$ cat src/rtl/cap_pkg.sv
`timescale 1ns/1ps
package cap_pkg;

    typedef enum logic [1:0] {
        POS_PRE    = 2'd0,
        POS_CENTER = 2'd1,
        POS_POST   = 2'd2,
        POS_CONT   = 2'd3
    } pos_mode_e;

    typedef enum logic [1:0] {
        ST_IDLE = 2'd0,
        ST_FILL = 2'd1,
        ST_POST = 2'd2,
        ST_DONE = 2'd3
    } cap_state_e;

    // Number of post-trigger words (trigger word included) for a mode.
    function automatic int unsigned post_len(int unsigned depth, pos_mode_e m);
        case (m)
            POS_PRE:    return (depth * 12) / 100;
            POS_CENTER: return depth / 2;
            POS_POST:   return (depth * 88) / 100;
            default:    return 0;
        endcase
    endfunction

endpackage

$ cat src/rtl/cap_mem.sv
`timescale 1ns/1ps
module cap_mem #(
    parameter int DEPTH = 128,
    parameter int DW    = 16,
    localparam int AW   = $clog2(DEPTH)
) (
    input  logic          clk,
    input  logic          wr_en,
    input  logic [AW-1:0] wr_addr,
    input  logic [DW-1:0] wr_data,
    input  logic [AW-1:0] rd_addr,
    output logic [DW-1:0] rd_data
);
    logic [DW-1:0] store [DEPTH];

    always_ff @(posedge clk) begin
        if (wr_en) store[wr_addr] <= wr_data;
        rd_data <= store[rd_addr];
    end
endmodule

$ cat src/rtl/cap_ctrl.sv
`timescale 1ns/1ps
module cap_ctrl
    import cap_pkg::*;
#(
    parameter int DEPTH = 128,
    localparam int AW   = $clog2(DEPTH)
) (
    input  logic          clk,
    input  logic          rst,
    input  logic          arm,
    input  logic          stop,
    input  logic          trig,
    input  logic [1:0]    mode,
    output logic          wr_en,
    output logic [AW-1:0] wr_ptr,
    output logic [AW-1:0] trig_ptr,
    output logic          full,
    output logic          is_cont,
    output cap_state_e    state
);
    localparam logic [AW:0] P_PRE    = (AW+1)'(post_len(DEPTH, POS_PRE));
    localparam logic [AW:0] P_CENTER = (AW+1)'(post_len(DEPTH, POS_CENTER));
    localparam logic [AW:0] P_POST   = (AW+1)'(post_len(DEPTH, POS_POST));
    localparam logic [AW:0] D_FULL   = (AW+1)'(DEPTH);

    pos_mode_e   mode_q;
    logic [AW:0] wr_cnt;
    logic [AW:0] post_rem;
    logic [AW:0] post_n;
    logic [AW:0] pre_need;
    logic        stop_now;
    logic        trig_ok;

    always_comb begin
        case (mode_q)
            POS_PRE:    post_n = P_PRE;
            POS_CENTER: post_n = P_CENTER;
            POS_POST:   post_n = P_POST;
            default:    post_n = '0;
        endcase
        pre_need = D_FULL - post_n;
    end

    assign is_cont  = (mode_q == POS_CONT);
    assign stop_now = is_cont && stop;
    assign trig_ok  = !is_cont && trig && (wr_cnt >= pre_need);
    assign full     = (wr_cnt == D_FULL);
    assign wr_en    = !arm && (((state == ST_FILL) && !stop_now) || (state == ST_POST));

    always_ff @(posedge clk) begin
        if (rst) begin
            state    <= ST_IDLE;
            mode_q   <= POS_PRE;
            wr_ptr   <= '0;
            wr_cnt   <= '0;
            post_rem <= '0;
            trig_ptr <= '0;
        end else if (arm) begin
            state    <= ST_FILL;
            mode_q   <= pos_mode_e'(mode);
            wr_ptr   <= '0;
            wr_cnt   <= '0;
            post_rem <= '0;
        end else begin
            if (wr_en) begin
                wr_ptr <= wr_ptr + 1'b1;
                if (!full) wr_cnt <= wr_cnt + 1'b1;
            end
            case (state)
                ST_FILL: begin
                    if (stop_now) begin
                        state <= ST_DONE;
                    end else if (trig_ok) begin
                        trig_ptr <= wr_ptr;
                        if (post_n <= 1) begin
                            state <= ST_DONE;
                        end else begin
                            state    <= ST_POST;
                            post_rem <= post_n - 1'b1;
                        end
                    end
                end
                ST_POST: begin
                    post_rem <= post_rem - 1'b1;
                    if (post_rem == 1) state <= ST_DONE;
                end
                default: ;
            endcase
        end
    end
endmodule

$ cat src/rtl/cap_unroll.sv
`timescale 1ns/1ps
module cap_unroll #(
    parameter int DEPTH = 128,
    localparam int AW   = $clog2(DEPTH)
) (
    input  logic [AW-1:0] wr_ptr,
    input  logic          full,
    input  logic [AW-1:0] trig_ptr,
    input  logic          is_cont,
    input  logic [AW-1:0] log_addr,
    output logic [AW-1:0] phys_addr,
    output logic [AW-1:0] trig_idx
);
    logic [AW-1:0] oldest;

    // Once wrapped, the next write slot holds the oldest word.
    assign oldest    = full ? wr_ptr : '0;
    assign phys_addr = oldest + log_addr;
    assign trig_idx  = is_cont ? '0 : (trig_ptr - oldest);
endmodule

$ cat src/rtl/trace_capture_buf.sv
`timescale 1ns/1ps
module trace_capture_buf
    import cap_pkg::*;
#(
    parameter int DEPTH = 128,
    parameter int DW    = 16,
    localparam int AW   = $clog2(DEPTH)
) (
    input  logic          clk,
    input  logic          rst,
    input  logic          arm_i,
    input  logic          stop_i,
    input  logic          trig_i,
    input  logic [1:0]    mode_i,
    input  logic [DW-1:0] din_i,
    input  logic [AW-1:0] rd_addr_i,
    output logic [DW-1:0] rd_data_o,
    output logic          running_o,
    output logic          done_o,
    output logic [AW-1:0] trig_idx_o
);
    cap_state_e    state;
    logic          wr_en;
    logic [AW-1:0] wr_ptr;
    logic [AW-1:0] trig_ptr;
    logic [AW-1:0] phys_addr;
    logic          full;
    logic          is_cont;

    cap_ctrl #(.DEPTH(DEPTH)) u_ctrl (
        .clk(clk), .rst(rst), .arm(arm_i), .stop(stop_i), .trig(trig_i),
        .mode(mode_i), .wr_en(wr_en), .wr_ptr(wr_ptr), .trig_ptr(trig_ptr),
        .full(full), .is_cont(is_cont), .state(state)
    );

    cap_unroll #(.DEPTH(DEPTH)) u_unroll (
        .wr_ptr(wr_ptr), .full(full), .trig_ptr(trig_ptr), .is_cont(is_cont),
        .log_addr(rd_addr_i), .phys_addr(phys_addr), .trig_idx(trig_idx_o)
    );

    cap_mem #(.DEPTH(DEPTH), .DW(DW)) u_mem (
        .clk(clk), .wr_en(wr_en), .wr_addr(wr_ptr), .wr_data(din_i),
        .rd_addr(phys_addr), .rd_data(rd_data_o)
    );

    assign running_o = (state == ST_FILL) || (state == ST_POST);
    assign done_o    = (state == ST_DONE);
endmodule

$ cat config.mk
export PLATFORM = sky130hd
export DESIGN_NAME = trace_capture_buf
export DESIGN_NICKNAME = d
export VERILOG_FILES = /design/src/rtl/cap_pkg.sv /design/src/rtl/cap_mem.sv /design/src/rtl/cap_ctrl.sv /design/src/rtl/cap_unroll.sv /design/src/rtl/trace_capture_buf.sv
export SDC_FILE = /design/constraint.sdc
export NUM_CORES = 2
export LEC_CHECK = 0
export BUFFER_PORTS_ARGS = -buffer_cell sky130_fd_sc_hd__buf_2
export CORE_AREA = 2 2 436 546
export DETAILED_ROUTE_END_ITERATION = 7
export DIE_AREA = 0 0 438 548
export PLACE_DENSITY = 0.56
export SLEW_MARGIN = 10
export SYNTH_ARGS = -nofsm -noshare
export SYNTH_HDL_FRONTEND = slang
export SYNTH_SLANG_ARGS = --single-unit
$ cat constraint.sdc
create_clock -name clk -period 7.82 [get_ports clk]
set_clock_uncertainty 0.2 [all_clocks]
set_input_delay 0.391 -clock clk [delete_from_list [all_inputs] [get_ports clk]]
set_output_delay 0.391 -clock clk [all_outputs]
set_load 0.005 [all_outputs]
; After elaboration in Yosys (flattened, before gate mapping)
; Memory sizes are Yosys's and may differ from the RTL's. A register that Yosys moved wholly into a read port is not among the register bits.
; Cells that the tools add are included.
[op_classes]
addsub = 7
n_lt_le_gt_ge = 2
n_eq_ne = 15
muxes = 15
bitwise = 3
reduce_logical = 19
[ops]
columns = operator, n
row1 = $mux W8, 3
row2 = $pmux W7 S3, 1
row3 = $pmux W8 S2, 1
row4 = $mux W7, 2
row5 = $add A8 B1 Y8 const B, 1
row6 = $eq A2 B2 Y1 const B, 4
row7 = $eq A8 B1 Y1 const B, 1
row8 = $eq A8 B8 Y1 const B, 1
row9 = $ge A8 B8 Y1, 1
row10 = $reduce_and A4 Y1, 2
row11 = $sub A7 B1 Y8 const B, 1
row12 = $sub A8 B1 Y8 const B, 1
row13 = $sub A8 B7 Y8 const A, 1
row14 = $add A7 B1 Y7 const B, 1
row15 = $add A7 B7 Y7, 1
row16 = $le A7 B1 Y1 const B, 1
row17 = $sub A7 B7 Y7, 1
row18 = $mux W2, 3
row19 = $reduce_and A3 Y1, 2
row20 = $logic_and A1 B1 Y1, 5
row21 = $eq A2 B1 Y1 const B, 2
row22 = $mux W1, 4
row23 = $ne A2 B1 Y1 const B, 2
row24 = $ne A2 B2 Y1 const B, 2
row25 = other kinds (12), 17
[word_totals]
ff_bits = 34
mem_bits_rw = 2048
inputBits = 30
output_inout_bits = 25
elab_cells = 69
memories = 1
[memory_table]
columns = name, words, width, read_ports, rd_clocked_by_memory_dff, wr, line
row1 = u_mem.store, 128, 16, 1, 1, 1, cap_mem.sv:14  ; logic [DW-1:0] store [DEPTH];

; Depth between registers and ports, before layout
[depth]
word_depth = 9
mapped_depth = 20
ltp_nobuf = 14

; Modules after synthesis
; A second synthesis with hierarchy kept.
[unflattened]
cells_unflattened = 3371
area_unflattened_um2 = 80920.1
[by_module_without_submodules]
columns = module, n_inst, cells_each, area_per_inst_um2, seq_area_each_um2
row1 = cap_mem, 1, 3086, 78522.8, 61819.3
row2 = cap_ctrl, 1, 202, 1791.7, 680.7
row3 = cap_unroll, 1, 82, 593.1, 0.0
row4 = trace_capture_buf, 1, 1, 12.5, 0.0

; Worst setup path after synthesis
; OpenSTA, ideal clock, no wires.
[synth_path]
kind = reg2reg
from = register u_ctrl.wr_cnt[0]
to = register u_mem.rd_data[4], read port of u_mem.store
setup_time_ns = 0.135
t_arrival_ns = 3.880
t_required_ns = 7.485
setup_slack_ns = 3.605
path_stages_with_launch = 18
path_buffers = 6
synth_period_minus_slack_ns = 4.215
path_cell_list = dfxtp_1 -> inv_1 -> ha_1 -> nor4bb_2 -> and2_1 -> clkbuf_1 -> nand2_1 -> fa_1 -> buf_2 -> buf_2 -> buf_2 -> clkbuf_1 -> clkbuf_1 -> mux4_2 -> mux2i_1 -> a32oi_1 -> a32oi_1 -> o221ai_1
[synth_between]
elab_chain_cells = 3
[synth_lines]
columns = item, line
row1 = "start, declared", cap_ctrl.sv:27  ; logic [AW:0] wr_cnt;
row2 = "start signal, assigned", cap_ctrl.sv:67  ; if (!full) wr_cnt <= wr_cnt + 1'b1;
row3 = $eq A8 B8 Y1, cap_ctrl.sv:47  ; assign full = (wr_cnt == D_FULL);
row4 = $mux W7, cap_unroll.sv:17  ; assign oldest = full ? wr_ptr : '0;
row5 = $add A7 B7 Y7, cap_unroll.sv:18  ; assign phys_addr = oldest + log_addr;
row6 = "end, declared", cap_mem.sv:12  ; output logic [DW-1:0] rd_data
; No other way between the ends.
; A chain may end at the register's enable or synchronous reset.

; Final worst setup path
[layout_path]
from = register u_ctrl.wr_cnt[0]
to = register u_mem.rd_data[2], read port of u_mem.store
; Same word-level chain as after synthesis.

==> out/metrics.cfg <==
[status]
outcome=finished, final reports clean

[yosys]
yosys-top-cells-area=edfxtp_1 (75%), mux4_2 (15%), dfxtp_1 (1.2%)
synth_ff_type=edfxtp_1
yosys_warnings=0
netlist_area_um2=81900
syn_nets=3844
synth_common_cells=edfxtp_1 (2,048), mux4_2 (562), nor2_1 (197)
ys_seq_elements=2098
yosysSeqAreaShare_pct=76.3
synth_top_cell_area_share_pct=75.1
yosysMostFrequentCell=edfxtp_1
synthDistinctLibCells=67
async_flop_share_pct=0
yosysTopAreaCell=edfxtp_1
synth_cells=3787
synth_edf_count=2048
syn_avg_cell_area_um2=21.6

[setup_path]
crit_slowest_cell=ha_1
critPathLaunchType=flip-flop
path_cells=inv_1 -> ha_1 -> nor4bb_2 -> and2_1 -> nand2_1 -> inv_1 -> ha_1 -> o21a_1 -> nand2_1 -> buf_4 -> nand2_8 -> buf_4 -> nor2_1 -> a32oi_1 -> o21ai_0 -> a221oi_1
r2r-start=u_ctrl.wr_cnt[0]
slowest_delay_ns=0.78
critical_path_class=reg2reg
critical_path_buf_inv_count=4
cp-startpoint=u_ctrl.wr_cnt[0]
cp.required_ns=8.34
crit_fanout=59
cp_data_arrival_time_ns=6.89
crit_path_end_kind=flip-flop
critPathTopFamily=compound AO/OA/AOI/OAI gates

[global_routing]
busiest_layer=met2
met1_usage_pct=23.5
grt_max_degree=93
grt_usage_pct=18.1
met2_usage_pct=31.4
grt_pass1_vias=40265
grt_pass1_wl_mm=311
grtUsageMet3_pct=2.50
antenna_found_initial=17
grt_overflow_total=0

[pwr]
p_leak_nw=28.9
power_density_nw_per_um2=244
ir_worst_vdd_uv=207
p_total_w=0.0228

[timing]
hold_viol=0
fmax_mhz=157
maxSlewHeadroom_pct=20.8
layout_worst_path_cycle_share_pct=81.5
period_needed_ns=6.37
rsz0062_at_grt=no
setup_tns_ns=0
slew_viol_final=0
setup_viol=0
whs_ns=0.0214
worst-slew-pin-transition_ns=1.18

[routing]
drt_first_pass_iters=6
wirelength_mm=221
vias=39812
ant_nets=0
drc=0
routedWlPerCell_um=30.0
viasPerCell=5.41
first_iter_violations=4159

[placed_design]
portBuffers=54
placed_area_um2=86900
gp_congestion=0.815
hpwl_mm=131

[run]
maxCapViolations=0

[cts]
cts_resized=0
htreeDepth=4
cts_made_buffers=205
clkTransAtPathRegs_ns=0.06
cts_tree=built
postCtsSetupRepairBufs=0
cts_num_sinks=2098
cts_buffer_depth=4
clk_latency_ns=0.88
hold_buffers=25
clockRootBuffer=clkbuf_16

[die]
io_pins=55
dieWidth_um=438
coreArea_um2=235000
initial_utilization_pct=34.9
rows=199
die_area_um2=240000
die_y_um=548

[finish]
nNetsFinal=4134
design_area_um2=93200
layout-drive-gt1-share_pct=27.0
area_delta_synth_final_pct=13.9

[min_path]
hold_path_startpoint=din_i[3]
min_path_type=in2reg

-- report_power, final --
part	internal (W)	switching, W
registers	0.0124	0.0000403
logic	0.000415	0.000749
clock network	0.00510	0.00413
-- registers in the layout (all words and copies together) (netlist names) --
name and count:
u_ctrl.mode_q 2, u_ctrl.post_rem 8, u_ctrl.state 2, u_ctrl.trig_ptr 7, u_ctrl.wr_cnt 8, u_ctrl.wr_ptr 7
u_mem.rd_data 16, u_mem.store 2048
-- cells by family after synthesis --
kind of cell               after synthesis  synth area share [%]
DFF                                   2098                  76.3
buffers and inverters                  235                  1.40
adders and majority gates               27                 0.431
and+or+nand+nor                        502                  2.80
AOI/OAI and AO/OA                      230                  1.93
xor gates and xnor gates                27                 0.321
muxes                                  668                  16.8
-- area by class of cell --
class                           instances  area [um^2]
Tap cell                             3115         3900
Fill cell                           20823       141000
Antenna cell                            9         22.5
Timing Repair Buffer                  293         2280
Inverter                               25         93.8
Sequential cell                      2098        62500
Clock buffer                          265         5430
Multi-Input combinational cell       1454        18400
Clock inverter                         97          666
-- metrics by stage --
step	worst slack, ns	cells	util (%)
after floorplan	3.60	3787	-
after global placement	1.64	6960	37.0
after detailed placement	1.58	6960	37.0
after CTS	1.50	7347	39.7
after global routing	1.19	7352	39.7
final	1.45	7356	39.8
-- layer usage --
metal	wire length, um	vias up
met5	17	-
met4	7250	2
met3	12400	312
met2	113000	1351
met1	88000	21687
li1	-	16460
-- layout by cell type, fill, tap and decap left out, types with 55 or more instances in the layout --
| master | synthesis | routed |
|---|---|---|
| edfxtp_1 | 2048 | 2048 |
| mux4_2 | 562 | 562 |
| buf_4 | 35 | 221 |
| clkbuf_16 | 0 | 207 |
| nor2_1 | 197 | 186 |
| nand2_1 | 109 | 109 |
| nand3_1 | 92 | 92 |
| mux2i_1 | 85 | 85 |
| o21ai_0 | 70 | 70 |
| clkbuf_1 | 89 | 55 |
-- final timing paths --
| check | endpoint | slack, ns | depth (start not counted) |
|---|---|---|---|
| setup / recovery | u_mem.rd_data[2] | 1.45 | 16 |
| hold / removal | u_mem.store[0][3] | 0.02 | 1 |
| hold reg to reg | u_ctrl.trig_ptr[0] | 0.28 | 2 |
| setup reg to reg | u_mem.rd_data[2] | 1.45 | 16 |
No activity file was read; power rests on OpenSTA's default activity.
